## src/rtl/hsk_pkg.sv

```systemverilog
package hsk_pkg;

   typedef enum logic [1:0] {
      HM_OUT    = 2'd0,
      HM_IN     = 2'd1,
      HM_BIDIR  = 2'd2,
      HM_BITCTL = 2'd3
   } hsk_mode_e;

   // Per-port handshake control decided on the rising edge
   typedef struct packed {
      logic set;        // request Ready high
      logic clr;        // request Ready low
      logic set_wins;   // collision rule: set beats clear
      logic force_low;  // mode holds Ready low
      logic irq_evt;    // interrupt-worthy event this cycle
   } hsk_ctl_t;

   localparam int HSK_PORTS = 2;

endpackage

```

## src/rtl/hsk_strobe_sync.sv

```systemverilog
module hsk_strobe_sync #(
   parameter int STAGES = 2
) (
   input  logic clk,
   input  logic rst_n,
   input  logic stb_n,
   output logic stb_active,
   output logic stb_rise
);

   localparam int LAST = STAGES - 1;

   generate
      if (STAGES < 2) begin : g_bad_stages
         $error("hsk_strobe_sync: STAGES must be at least 2");
      end
   endgenerate

   logic [LAST:0] chain;
   logic          prev;

   always_ff @(posedge clk or negedge rst_n) begin
      if (!rst_n) begin
         chain <= '1;
         prev  <= 1'b1;
      end else begin
         chain <= {chain[LAST-1:0], stb_n};
         prev  <= chain[LAST];
      end
   end

   assign stb_active = ~chain[LAST];
   assign stb_rise   = chain[LAST] & ~prev;

   AST_RISE_SINGLE: assert property (@(posedge clk) disable iff (!rst_n)
      stb_rise |=> !stb_rise);

endmodule

```

## src/rtl/hsk_ready_cell.sv

```systemverilog
module hsk_ready_cell
   import hsk_pkg::*;
(
   input  logic     clk,
   input  logic     rst_n,
   input  hsk_ctl_t ctl,
   output logic     rdy
);

   logic set_q;
   logic clr_q;
   logic wins_q;

   // Rising edge: capture the decision
   always_ff @(posedge clk or negedge rst_n) begin
      if (!rst_n) begin
         set_q  <= 1'b0;
         clr_q  <= 1'b0;
         wins_q <= 1'b0;
      end else begin
         set_q  <= ctl.set;
         clr_q  <= ctl.clr;
         wins_q <= ctl.set_wins;
      end
   end

   // Falling edge: commit Ready
   always_ff @(negedge clk or negedge rst_n) begin
      if (!rst_n) begin
         rdy <= 1'b0;
      end else if (ctl.force_low) begin
         rdy <= 1'b0;
      end else if (set_q && (wins_q || !clr_q)) begin
         rdy <= 1'b1;
      end else if (clr_q) begin
         rdy <= 1'b0;
      end
   end

   AST_RDY_CLEARED: assert property (@(posedge clk) disable iff (!rst_n)
      (clr_q && !(set_q && wins_q)) |-> !rdy);

   AST_RDY_RAISED: assert property (@(posedge clk) disable iff (!rst_n)
      (set_q && (wins_q || !clr_q) && !ctl.force_low) |-> rdy);

endmodule

```

## src/rtl/hsk_in_latch.sv

```systemverilog
module hsk_in_latch #(
   parameter int W = 8
) (
   input  logic         clk,
   input  logic         rst_n,
   input  logic         open,
   input  logic [W-1:0] din,
   output logic [W-1:0] q
);

   always_ff @(posedge clk or negedge rst_n) begin
      if (!rst_n)    q <= '0;
      else if (open) q <= din;
   end

   AST_LATCH_HOLDS: assert property (@(posedge clk) disable iff (!rst_n)
      !open |=> $stable(q));

endmodule

```

## src/rtl/hsk_dual_port.sv

```systemverilog
module hsk_dual_port
   import hsk_pkg::*;
#(
   parameter int DATA_W       = 8,
   parameter int SYNC_STAGES  = 2,
   parameter bit OE_FROM_SYNC = 1'b0
) (
   input  logic              clk,
   input  logic              rst_n,
   input  logic [1:0]        mode_a,
   input  logic [1:0]        mode_b,
   input  logic              cpu_wr,
   input  logic              cpu_rd,
   input  logic              cpu_sel_b,
   input  logic [DATA_W-1:0] cpu_wdata,
   input  logic              irq_en_a,
   input  logic              irq_en_b,
   input  logic              stb_a_n,
   input  logic              stb_b_n,
   input  logic [DATA_W-1:0] pin_a_in,
   input  logic [DATA_W-1:0] pin_b_in,
   output logic              rdy_a,
   output logic              rdy_b,
   output logic [DATA_W-1:0] out_a,
   output logic [DATA_W-1:0] out_b,
   output logic              oe_a,
   output logic [DATA_W-1:0] in_a,
   output logic [DATA_W-1:0] in_b,
   output logic              irq_a,
   output logic              irq_b
);

   localparam int NP = HSK_PORTS;

   generate
      if (DATA_W < 1) begin : g_bad_width
         $error("hsk_dual_port: DATA_W must be positive");
      end
   endgenerate

   hsk_mode_e ma;
   hsk_mode_e mb;
   assign ma = hsk_mode_e'(mode_a);
   assign mb = hsk_mode_e'(mode_b);

   logic bidir;
   assign bidir = (ma == HM_BIDIR);

   logic wr_a, wr_b, rd_a, rd_b;
   assign wr_a = cpu_wr & ~cpu_sel_b;
   assign wr_b = cpu_wr &  cpu_sel_b;
   assign rd_a = cpu_rd & ~cpu_sel_b;
   assign rd_b = cpu_rd &  cpu_sel_b;

   // Strobe synchronizers
   logic [NP-1:0] stb_n_vec;
   logic [NP-1:0] stb_act;
   logic [NP-1:0] stb_rise;
   assign stb_n_vec = {stb_b_n, stb_a_n};

   genvar gi;
   generate
      for (gi = 0; gi < NP; gi++) begin : g_sync
         hsk_strobe_sync #(.STAGES(SYNC_STAGES)) i_sync (
            .clk       (clk),
            .rst_n     (rst_n),
            .stb_n     (stb_n_vec[gi]),
            .stb_active(stb_act[gi]),
            .stb_rise  (stb_rise[gi])
         );
      end
   endgenerate

   function automatic hsk_ctl_t byte_ctl(hsk_mode_e m, logic wr, logic rd, logic rise);
      hsk_ctl_t c;
      c = '0;
      case (m)
         HM_OUT: begin
            c.set = wr;  c.clr = rise;  c.set_wins = 1'b1;  c.irq_evt = rise;
         end
         HM_IN: begin
            c.set = rd;  c.clr = rise;  c.set_wins = 1'b0;  c.irq_evt = rise;
         end
         default: c.force_low = 1'b1;
      endcase
      return c;
   endfunction

   hsk_ctl_t ctl [NP];
   logic     b_forced;

   always_comb begin
      ctl[0] = byte_ctl(bidir ? HM_OUT : ma, wr_a, rd_a, stb_rise[0]);
      if (bidir)
         ctl[1] = byte_ctl(HM_IN, 1'b0, rd_a, stb_rise[1]);
      else
         ctl[1] = byte_ctl((mb == HM_BIDIR) ? HM_BITCTL : mb, wr_b, rd_b, stb_rise[1]);
   end

   assign b_forced = !bidir && (mb == HM_BITCTL || mb == HM_BIDIR);

   // Ready cells
   logic [NP-1:0] rdy_vec;
   generate
      for (gi = 0; gi < NP; gi++) begin : g_rdy
         hsk_ready_cell i_cell (
            .clk  (clk),
            .rst_n(rst_n),
            .ctl  (ctl[gi]),
            .rdy  (rdy_vec[gi])
         );
      end
   endgenerate
   assign rdy_a = rdy_vec[0];
   assign rdy_b = rdy_vec[1];

   // Output registers
   always_ff @(posedge clk or negedge rst_n) begin
      if (!rst_n) begin
         out_a <= '0;
         out_b <= '0;
      end else begin
         if (wr_a) out_a <= cpu_wdata;
         if (wr_b) out_b <= cpu_wdata;
      end
   end

   // Input registers
   logic open_a, open_b;
   assign open_a = ((ma == HM_IN) & stb_act[0]) | (bidir & stb_act[1]);
   assign open_b = ~bidir & (mb == HM_IN) & stb_act[1];

   hsk_in_latch #(.W(DATA_W)) i_lat_a (
      .clk(clk), .rst_n(rst_n), .open(open_a), .din(pin_a_in), .q(in_a));
   hsk_in_latch #(.W(DATA_W)) i_lat_b (
      .clk(clk), .rst_n(rst_n), .open(open_b), .din(pin_b_in), .q(in_b));

   // Interrupt pulses
   always_ff @(posedge clk or negedge rst_n) begin
      if (!rst_n) begin
         irq_a <= 1'b0;
         irq_b <= 1'b0;
      end else begin
         irq_a <= ctl[0].irq_evt & irq_en_a;
         irq_b <= ctl[1].irq_evt & irq_en_b;
      end
   end

   // Port A driver enable
   generate
      if (OE_FROM_SYNC) begin : g_oe_sync
         assign oe_a = (ma == HM_OUT) | (bidir & stb_act[0]);
      end else begin : g_oe_raw
         assign oe_a = (ma == HM_OUT) | (bidir & ~stb_a_n);
         AST_OE_BIDIR_GATED: assert property (@(posedge clk) disable iff (!rst_n)
            (bidir && stb_a_n) |-> !oe_a);
      end
   endgenerate

   AST_OE_IN_MODE: assert property (@(posedge clk) disable iff (!rst_n)
      (ma == HM_IN || ma == HM_BITCTL) |-> !oe_a);

   AST_BITCTL_RDY_A: assert property (@(posedge clk) disable iff (!rst_n)
      (ma == HM_BITCTL && $past(ma == HM_BITCTL)) |-> !rdy_a);

   AST_BITCTL_RDY_B: assert property (@(posedge clk) disable iff (!rst_n)
      (b_forced && $past(b_forced)) |-> !rdy_b);

   AST_BITCTL_NO_IRQ_B: assert property (@(posedge clk) disable iff (!rst_n)
      $past(b_forced) |-> !irq_b);

   AST_IRQ_A_PULSE: assert property (@(posedge clk) disable iff (!rst_n)
      irq_a |=> !irq_a);

   AST_IRQ_B_PULSE: assert property (@(posedge clk) disable iff (!rst_n)
      irq_b |=> !irq_b);

   AST_IRQ_A_GATED: assert property (@(posedge clk) disable iff (!rst_n)
      irq_a |-> $past(irq_en_a));

   AST_IRQ_B_GATED: assert property (@(posedge clk) disable iff (!rst_n)
      irq_b |-> $past(irq_en_b));

endmodule

```

## config.mk

```make
export PLATFORM = sky130hd
export DESIGN_NAME = hsk_dual_port
export DESIGN_NICKNAME = d
export VERILOG_FILES = /design/src/rtl/hsk_pkg.sv /design/src/rtl/hsk_strobe_sync.sv /design/src/rtl/hsk_ready_cell.sv /design/src/rtl/hsk_in_latch.sv /design/src/rtl/hsk_dual_port.sv
export SDC_FILE = /design/constraint.sdc
export NUM_CORES = 1
export LEC_CHECK = 0
export BUFFER_PORTS_ARGS = -buffer_cell sky130_fd_sc_hd__buf_2
export CELL_PAD_IN_SITES_DETAIL_PLACEMENT = 0
export CELL_PAD_IN_SITES_GLOBAL_PLACEMENT = 1
export CORE_ASPECT_RATIO = 0.7
export CORE_MARGIN = 8
export CORE_UTILIZATION = 30
export CTS_CLUSTER_DIAMETER = 40
export DETAILED_ROUTE_END_ITERATION = 7
export GPL_TIMING_DRIVEN = 0
export PLACE_DENSITY = 0.71
export SLEW_MARGIN = 20
export SYNTH_ARGS = -nofsm -noshare
export SYNTH_HDL_FRONTEND = slang
export SYNTH_SLANG_ARGS = --single-unit
export TNS_END_PERCENT = 20
```

## constraint.sdc

```tcl
create_clock -name clk -period 1.4 [get_ports clk]
set_input_delay 0.14 -clock clk [delete_from_list [all_inputs] [get_ports clk]]
set_output_delay 0.14 -clock clk [all_outputs]
set_load 0.05 [all_outputs]
```

==> metrics.md, run 1 <==
| Metric | Value |
|---|---|
| Die Height | between 80 and 90 um |
| Clock Power Share | around 22% |
| Run status | complete, but fails checks |
| Pre-CTS WS | -0.302 ns |
| Crit. End Element | output pin |
| Overall routing resource usage | under 10% |
| Root Buffer | clkbuf_8 |
| Largest area contributor in the netlist | dfrtp_1 |
| Port Buffers | between 70 and 80 |
| Setup violators final | 4 |
| Peak supply drop | approximately 0.00069 V |
| First-pass GRT wire length | about 6600 um |
| Final number of hold-violating endpoints | 40 |
| Synth Instances | about 110 |
| Power Density | approximately 1500 mW/mm^2 |
| WL met3 | 528 um |
| PnR Total Power | 3.67 mW |
| DRT Pass-1 Iters | 3 |
| Post-synth top flop | dfrtp_1 |
| CTS tree | built |
| Max-slew headroom | roughly 60% |
| Vias in the first global route | approximately 1300 |
| Critical path type | reg -> out |
| DR vias | about 1200 |
| R2R Setup Slk | -0.10 ns |
| Leak Pwr | approximately 1.2 nW |
| Sw frac | ~36% |
| Number of flops mapped to enable cells by yosys | 0 |
| Wire per inst | 14.7 um |
| Reg area | 0.00121 sq mm |
| Fillers | roughly 570 |
| CP peak stage delay | roughly 0.43 ns |
| M1 WL | around 1800 um |
| Register area share after synthesis | between 60% and 70% |
| Buf+Inv Stages, Crit Path | 1 |
| Antenna violations before repair | 0 |
| Layout cells sized above 1 | roughly three fifths |
| Worst path required time | ~1.3 ns |
| Setup WS post-layout | -0.336 ns |
| Mean Syn Cell Area | around 16 sq um |
| Crit Path Max Fanout | 2 |
| Cell variety after synth | 24 |
| Worst Hold Class | in -> async |
| Final Skew | between 0.007 and 0.008 ns |
| Met2 wire length | 1670 um |
| Placer Congestion | 0.640 |
| Hold-fix buffers, CTS | 2 |
| Num CTS Buffers | 5 |
| H-tree depth | 2 |
| # DRC | 0 |
| Failing checks | negative hold slack, negative setup slack |
| Seq cells post-synth | 48 |
| Syn_nets | around 150 |
| Ys async rst share | 100% |
| Initial core utilization | a little under a third |
| Clock Sinks | 48 |
| DIE AREA | between 0.008 and 0.009 sq mm |
| Via density | between 4 and 5 |
| Non-Filler Instances | between 200 and 300 |
| Combinational power share | between 30 and 40% |
| P&R area growth vs syn | 35.2% |
| Routed Antenna Nets | 0 |
| Core area | 0.00573 sq mm |
| Largest net degree at the start of global routing | 49 |
| Crit-path slowest cell | dfrtn_1 |
| Setup TNS | -0.844 ns |
| # Max-Cap Violations | 0 |
| Multi-input gate area | between 500 and 600 sq um |
| Delay-heaviest family, CP | flip-flops |
| Clock slew at reported path FFs | about 0.08 ns |
| Routed WL | a little over 4000 um |
| P_sw | between 1 and 1.5 mW |
| Cell Chain, Critical Path | buf_6 |
| DR top layer | met3 |
| Iteration-0 DRC Markers | 31 |
| Power Internal | approximately 2.3 mW |
| Placed Cells | roughly 260 |
| RSZ-0062 raised after global routing | true |
| Total grt overflow | 0 |
| Die width | around 110 um |
| WHS | -0.157 ns |
| CP Launch Type | flop |
| Syn. warnings | 0 |
| Clock Path Buffers | 2 |
| Fin nets | between 200 and 250 |
| Worst skew pair latency | 0.29 ns |
| Worst slew pin tran | ~0.59 ns |
| Arr. time, crit path | ~1.6 ns |
| IO Pins | 74 |
| Area share of the largest cell type after synthesis | a little under three fifths |
| Dpl hpwl | 3040 um |
| Synth Cell Area | around 0.0018 sq mm |
| Final Max Slew Viols | 0 |
| Ant. Diodes | 0 |
| Sequential share of power | a little under half |
| Synth top area cells | dfrtp_1 (56%), mux2_2 (20%), dfstp_2 (8.9%) |
| Row cnt | 23 |
state kept, by name, summed over array words and instances (netlist names), 2 cells and up:
name,cells
i_lat_a.q,8
i_lat_b.q,8
out_a,8
out_b,8
g_sync.i_sync.chain,4
g_rdy.i_cell.clr_q,2
g_rdy.i_cell.rdy,2
g_rdy.i_cell.set_q,2
g_rdy.i_cell.wins_q,2
g_sync.i_sync.prev,2
logic make-up after synthesis:
kind of cell	after synthesis	share of synthesized area, %
DFF	48	67.9
AOI/OAI and AO/OA	5	1.83
and+or+nand+nor	26	9.35
muxes	32	20.2
buffers and inverters	3	0.702
repair_timing:
item | CTS | global route
buffers inserted | 2 | 0
gates cloned | 0 | 0
endpoints found under the setup margin | 20 | 13
endpoints found under the hold margin | 2 | 40
resized for setup | 8 | 6
pin swaps | 4 | 0
final timing paths:
check,end,cells past startpoint,startpoint
min in group clk,g_rdy[1].i_cell.wins_q,2,mode_b[0]
max in group asynchronous,g_rdy[1].i_cell.rdy,1,rst_n
worst min register to register,g_sync[1].i_sync.chain[1],0,g_sync[1].i_sync.chain[0]
worst max-delay path,rdy_b,1,g_rdy[1].i_cell.rdy
worst max register to register,g_rdy[1].i_cell.rdy,3,g_rdy[1].i_cell.set_q
worst min-delay path,irq_a,1,rst_n
layout by cell type (no fill, tap or decap), types with 2 or more instances in the layout:
master	instances
and2_1	3
and3b_1	2
buf_2	69
buf_4	3
buf_6	3
clkbuf_1	3
clkbuf_8	6
dfrtn_1	2
dfrtp_1	40
dfstp_2	6
dlygate4sd3_1	2
mux2_2	27
mux2_4	5
nand2_1	6
nand2b_1	3
nor2_1	3
nor3_1	2
o21ai_1	2
synth_stat cells, types with 2 or more instances:
| master | n |
|---|---|
| dfrtp_1 | 40 |
| mux2_2 | 32 |
| dfstp_2 | 6 |
| nand2_1 | 6 |
| and2_1 | 3 |
| nand2b_1 | 3 |
| nor2_1 | 3 |
| and3b_1 | 2 |
| dfrtn_1 | 2 |
| nor3_1 | 2 |
| o21ai_0 | 2 |
cell type report:
| class | instances | share of cell area [%] |
|---|---|---|
| Sequential cell | 48 | 50.2 |
| Multi-Input combinational cell | 63 | 24.0 |
| Timing Repair Buffer | 77 | 17.4 |
| Tap cell | 75 | 3.90 |
| Clock buffer | 8 | 3.74 |
| Buffer | 2 | 0.624 |
| Inverter | 1 | 0.156 |
through the flow:
stage               utilization [%]  cell area (sq um)
finish                         42.0               2410
global route                   42.0               2410
CTS                            41.6               2380
detailed placement             39.1               2240
global placement               39.1               2240
floorplan                         -               1780
power by group through the flow:
stage | Clock [mW] | Combinational (mW) | Sequential (mW)
finish | 0.817 | 1.18 | 1.67
global route | 0.923 | 1.25 | 1.70
CTS | 0.867 | 1.18 | 1.67
detailed placement | 0 | 1.16 | 1.69
global placement | 0 | 1.15 | 1.68
floorplan | 0 | 0.212 | 2.30
routing by layer:
layer / track usage, % / vias up
li1: - / 564
met1: 12.2 / 567
met2: 13.8 / 49
met3: 6.00 / 0
met4: 1.66 / 0
met5: 0 / -
No activity file was read; power rests on OpenSTA's default activity.
==> run 2: changes to the inputs <==
BUFFER_PORTS_ARGS = -buffer_cell sky130_fd_sc_hd__buf_4   (was -buffer_cell sky130_fd_sc_hd__buf_2)
clock period = 1.5 ns   (was 1.4 ns; I/O delays follow)
==> run 2 against run 1 <==
Net effect: the run still ends with negative hold slack, negative setup slack left; critical endpoint unchanged; global-route usage about the same; clock power up 24%; clock skew down 0.0018 ns.
==> metrics.md, run 2 (synthesis results as in run 1) <==
| Metric | Value |
|---|---|
| RSZ-0062 raised after global routing | true (unchanged) |
| Total grt overflow | 0 (unchanged) |
| Final Skew | 0.00585 ns (was 0.00766 ns) |
| Ant. Diodes | 0 (unchanged) |
| # Max-Cap Violations | 0 (unchanged) |
| Routed WL | 4020 um (was 4040 um) |
| Critical path type | reg -> out (unchanged) |
| Row cnt | 23 (unchanged) |
| Layout cells sized above 1 | 62.1% (was 61.3%) |
| Clock Power Share | 26.7% (was 22.3%) |
| Power Density | 1460 mW/mm^2 (was 1520 mW/mm^2) |
| H-tree depth | 2 (unchanged) |
| CP Launch Type | flop (unchanged) |
| Iteration-0 DRC Markers | 41 (was 31) |
| Buf+Inv Stages, Crit Path | 1 (unchanged) |
| Leak Pwr | 1.23 nW (was 1.18 nW) |
| CP peak stage delay | 0.43 ns (about the same) |
| Arr. time, crit path | 1.64 ns (was 1.60 ns) |
| Crit-path slowest cell | dfrtn_1 (unchanged) |
| Port Buffers | 73 (unchanged) |
| WHS | -0.146 ns (was -0.157 ns) |
| PnR Total Power | 3.77 mW (was 3.67 mW) |
| Cell Chain, Critical Path | buf_6 (unchanged) |
| Max-slew headroom | 60.1% (was 60.5%) |
| Wire per inst | 14.7 um (about the same) |
| Die Height | 80.5 um (unchanged) |
| Placer Congestion | 0.645 (was 0.640) |
| Clock Path Buffers | 2 (unchanged) |
| Dpl hpwl | 3050 um (was 3040 um) |
| Most frequent cells in the layout | buf_4 (73), dfrtp_1 (40), mux2_2 (32), clkbuf_8 (7) (was buf_2 (69), dfrtp_1 (40), mux2_2 (27)) |
| Overall routing resource usage | 9.67% (was 9.65%) |
| CTS tree | built (unchanged) |
| Largest net degree at the start of global routing | 49 (unchanged) |
| Crit Path Max Fanout | 2 (unchanged) |
| Most common cell after layout, fill and taps aside | buf_4 (was buf_2) |
| Fillers | 530 (was 572) |
| Fin nets | 234 (was 235) |
| Worst skew pair latency | 0.30 ns (was 0.29 ns) |
| Combinational power share | 31.8% (was 32.3%) |
| P&R area growth vs syn | 45.3% (was 35.2%) |
| Placed Cells | 262 (unchanged) |
| Hold-fix buffers, CTS | 2 (unchanged) |
| Routed Antenna Nets | 0 (unchanged) |
| Antenna violations before repair | 0 (unchanged) |
| Final Max Slew Viols | 0 (unchanged) |
| IO Pins | 74 (unchanged) |
| Worst Hold Class | in -> async (unchanged) |
| Vias in the first global route | 1318 (was 1317) |
| DIE AREA | 0.00870 sq mm (unchanged) |
| Non-Filler Instances | 273 (was 274) |
| Worst slew pin tran | 0.597 ns (was 0.592 ns) |
| DR vias | 1165 (was 1180) |
| Delay-heaviest family, CP | flip-flops (unchanged) |
| Placed cell area | 0.00242 sq mm (was 0.00224 sq mm) |
| Via density | 4.27 (was 4.31) |
| Failing checks | negative hold slack, negative setup slack (unchanged) |
| Peak supply drop | 0.000835 V (was 0.000689 V) |
| Setup violators final | 4 (unchanged) |
| Clock slew at reported path FFs | 0.08 ns (about the same) |
| Root Buffer | clkbuf_8 (unchanged) |
| Num CTS Buffers | 5 (unchanged) |
| Utilization after layout | 45.2% (was 42.0%) |
| Final number of hold-violating endpoints | 40 (unchanged) |
| Run status | complete, but fails checks (unchanged) |
| Sequential share of power | 41.4% (was 45.5%) |
| P_sw | 1.29 mW (was 1.34 mW) |
| Core area | 0.00573 sq mm (unchanged) |
| DRT Pass-1 Iters | 2 (was 3) |
| Worst path required time | 1.35 ns (was 1.26 ns) |
| First-pass GRT wire length | 6550 um (was 6560 um) |
| Die width | 108 um (unchanged) |
| # DRC | 0 (unchanged) |
| Setup WS post-layout | -0.292 ns (was -0.336 ns) |
| Sw frac | 34.1% (was 36.5%) |
| Clock Sinks | 48 (unchanged) |
| Design area | 0.00259 sq mm (was 0.00241 sq mm) |
| Crit. End Element | output pin (unchanged) |
| Initial core utilization | 31.1% (unchanged) |
| Power Internal | 2.49 mW (was 2.33 mW) |
==> run 2: routing by layer <==
metal,GRT usage (%),part of all wire [%]
met5,0,0
met4,3.31,0.57
met3,6.71,16
met2,12.5,38
met1,12.3,45
==> run 2: power by group through the flow <==
stage / registers, mW / clock network, mW / logic [mW]
detailed placement: 1.59 / 0 / 1.20
CTS: 1.57 / 1.04 / 1.22
global placement: 1.58 / 0 / 1.20
global route: 1.59 / 1.09 / 1.27
floorplan: 2.15 / 0 / 0.198
finish: 1.56 / 1.01 / 1.20
==> run 2: per-stage QoR <==
step | hold WS (ns) | setup slack [ns] | setup TNS (ns)
4_1_cts | -0.126 | -0.308 | -0.872
2_1_floorplan | -0.146 | -0.0661 | -0.234
5_1_grt | -0.0970 | -0.324 | -1.51
3_3_place_gp | 0.205 | -0.0922 | -0.518
3_5_place_dp | 0.202 | -0.0876 | -0.536
6_report | -0.146 | -0.292 | -0.676
==> run 2: what timing repair did <==
item                                   4_1_cts  5_1_grt
pin swaps                                    3        0
setup endpoints to repair                   12       20
endpoints found under the hold margin       42       40
resized for setup                            4        2
setup buffers                                1        0
==> run 2: area by class of cell <==
type	instances	area, sq um	share of cell area [%]
buffer	2	11.3	0.435
timing repair buffer	76	583	22.5
multi-input combinational	63	559	21.6
clock buffer	7	96.3	3.73
clock inverter	1	30.0	1.16
tap	75	93.8	3.63
sequential	48	1210	46.7
inverter	1	3.75	0.145
==> run 2: path summary, 6_finish.rpt <==
path,slack [ns],depth (start not counted),from,end
max,-0.29,1,g_rdy[1].i_cell.rdy,rdy_b
min,-0.15,1,rst_n,irq_a
max reg2reg,-0.05,3,g_rdy[1].i_cell.set_q,g_rdy[1].i_cell.rdy
min reg2reg,0.36,0,g_sync[1].i_sync.chain[0],g_sync[1].i_sync.chain[1]
max in group asynchronous,0.59,1,rst_n,g_rdy[1].i_cell.rdy
min in group clk,0.03,2,mode_b[0],g_rdy[1].i_cell.wins_q
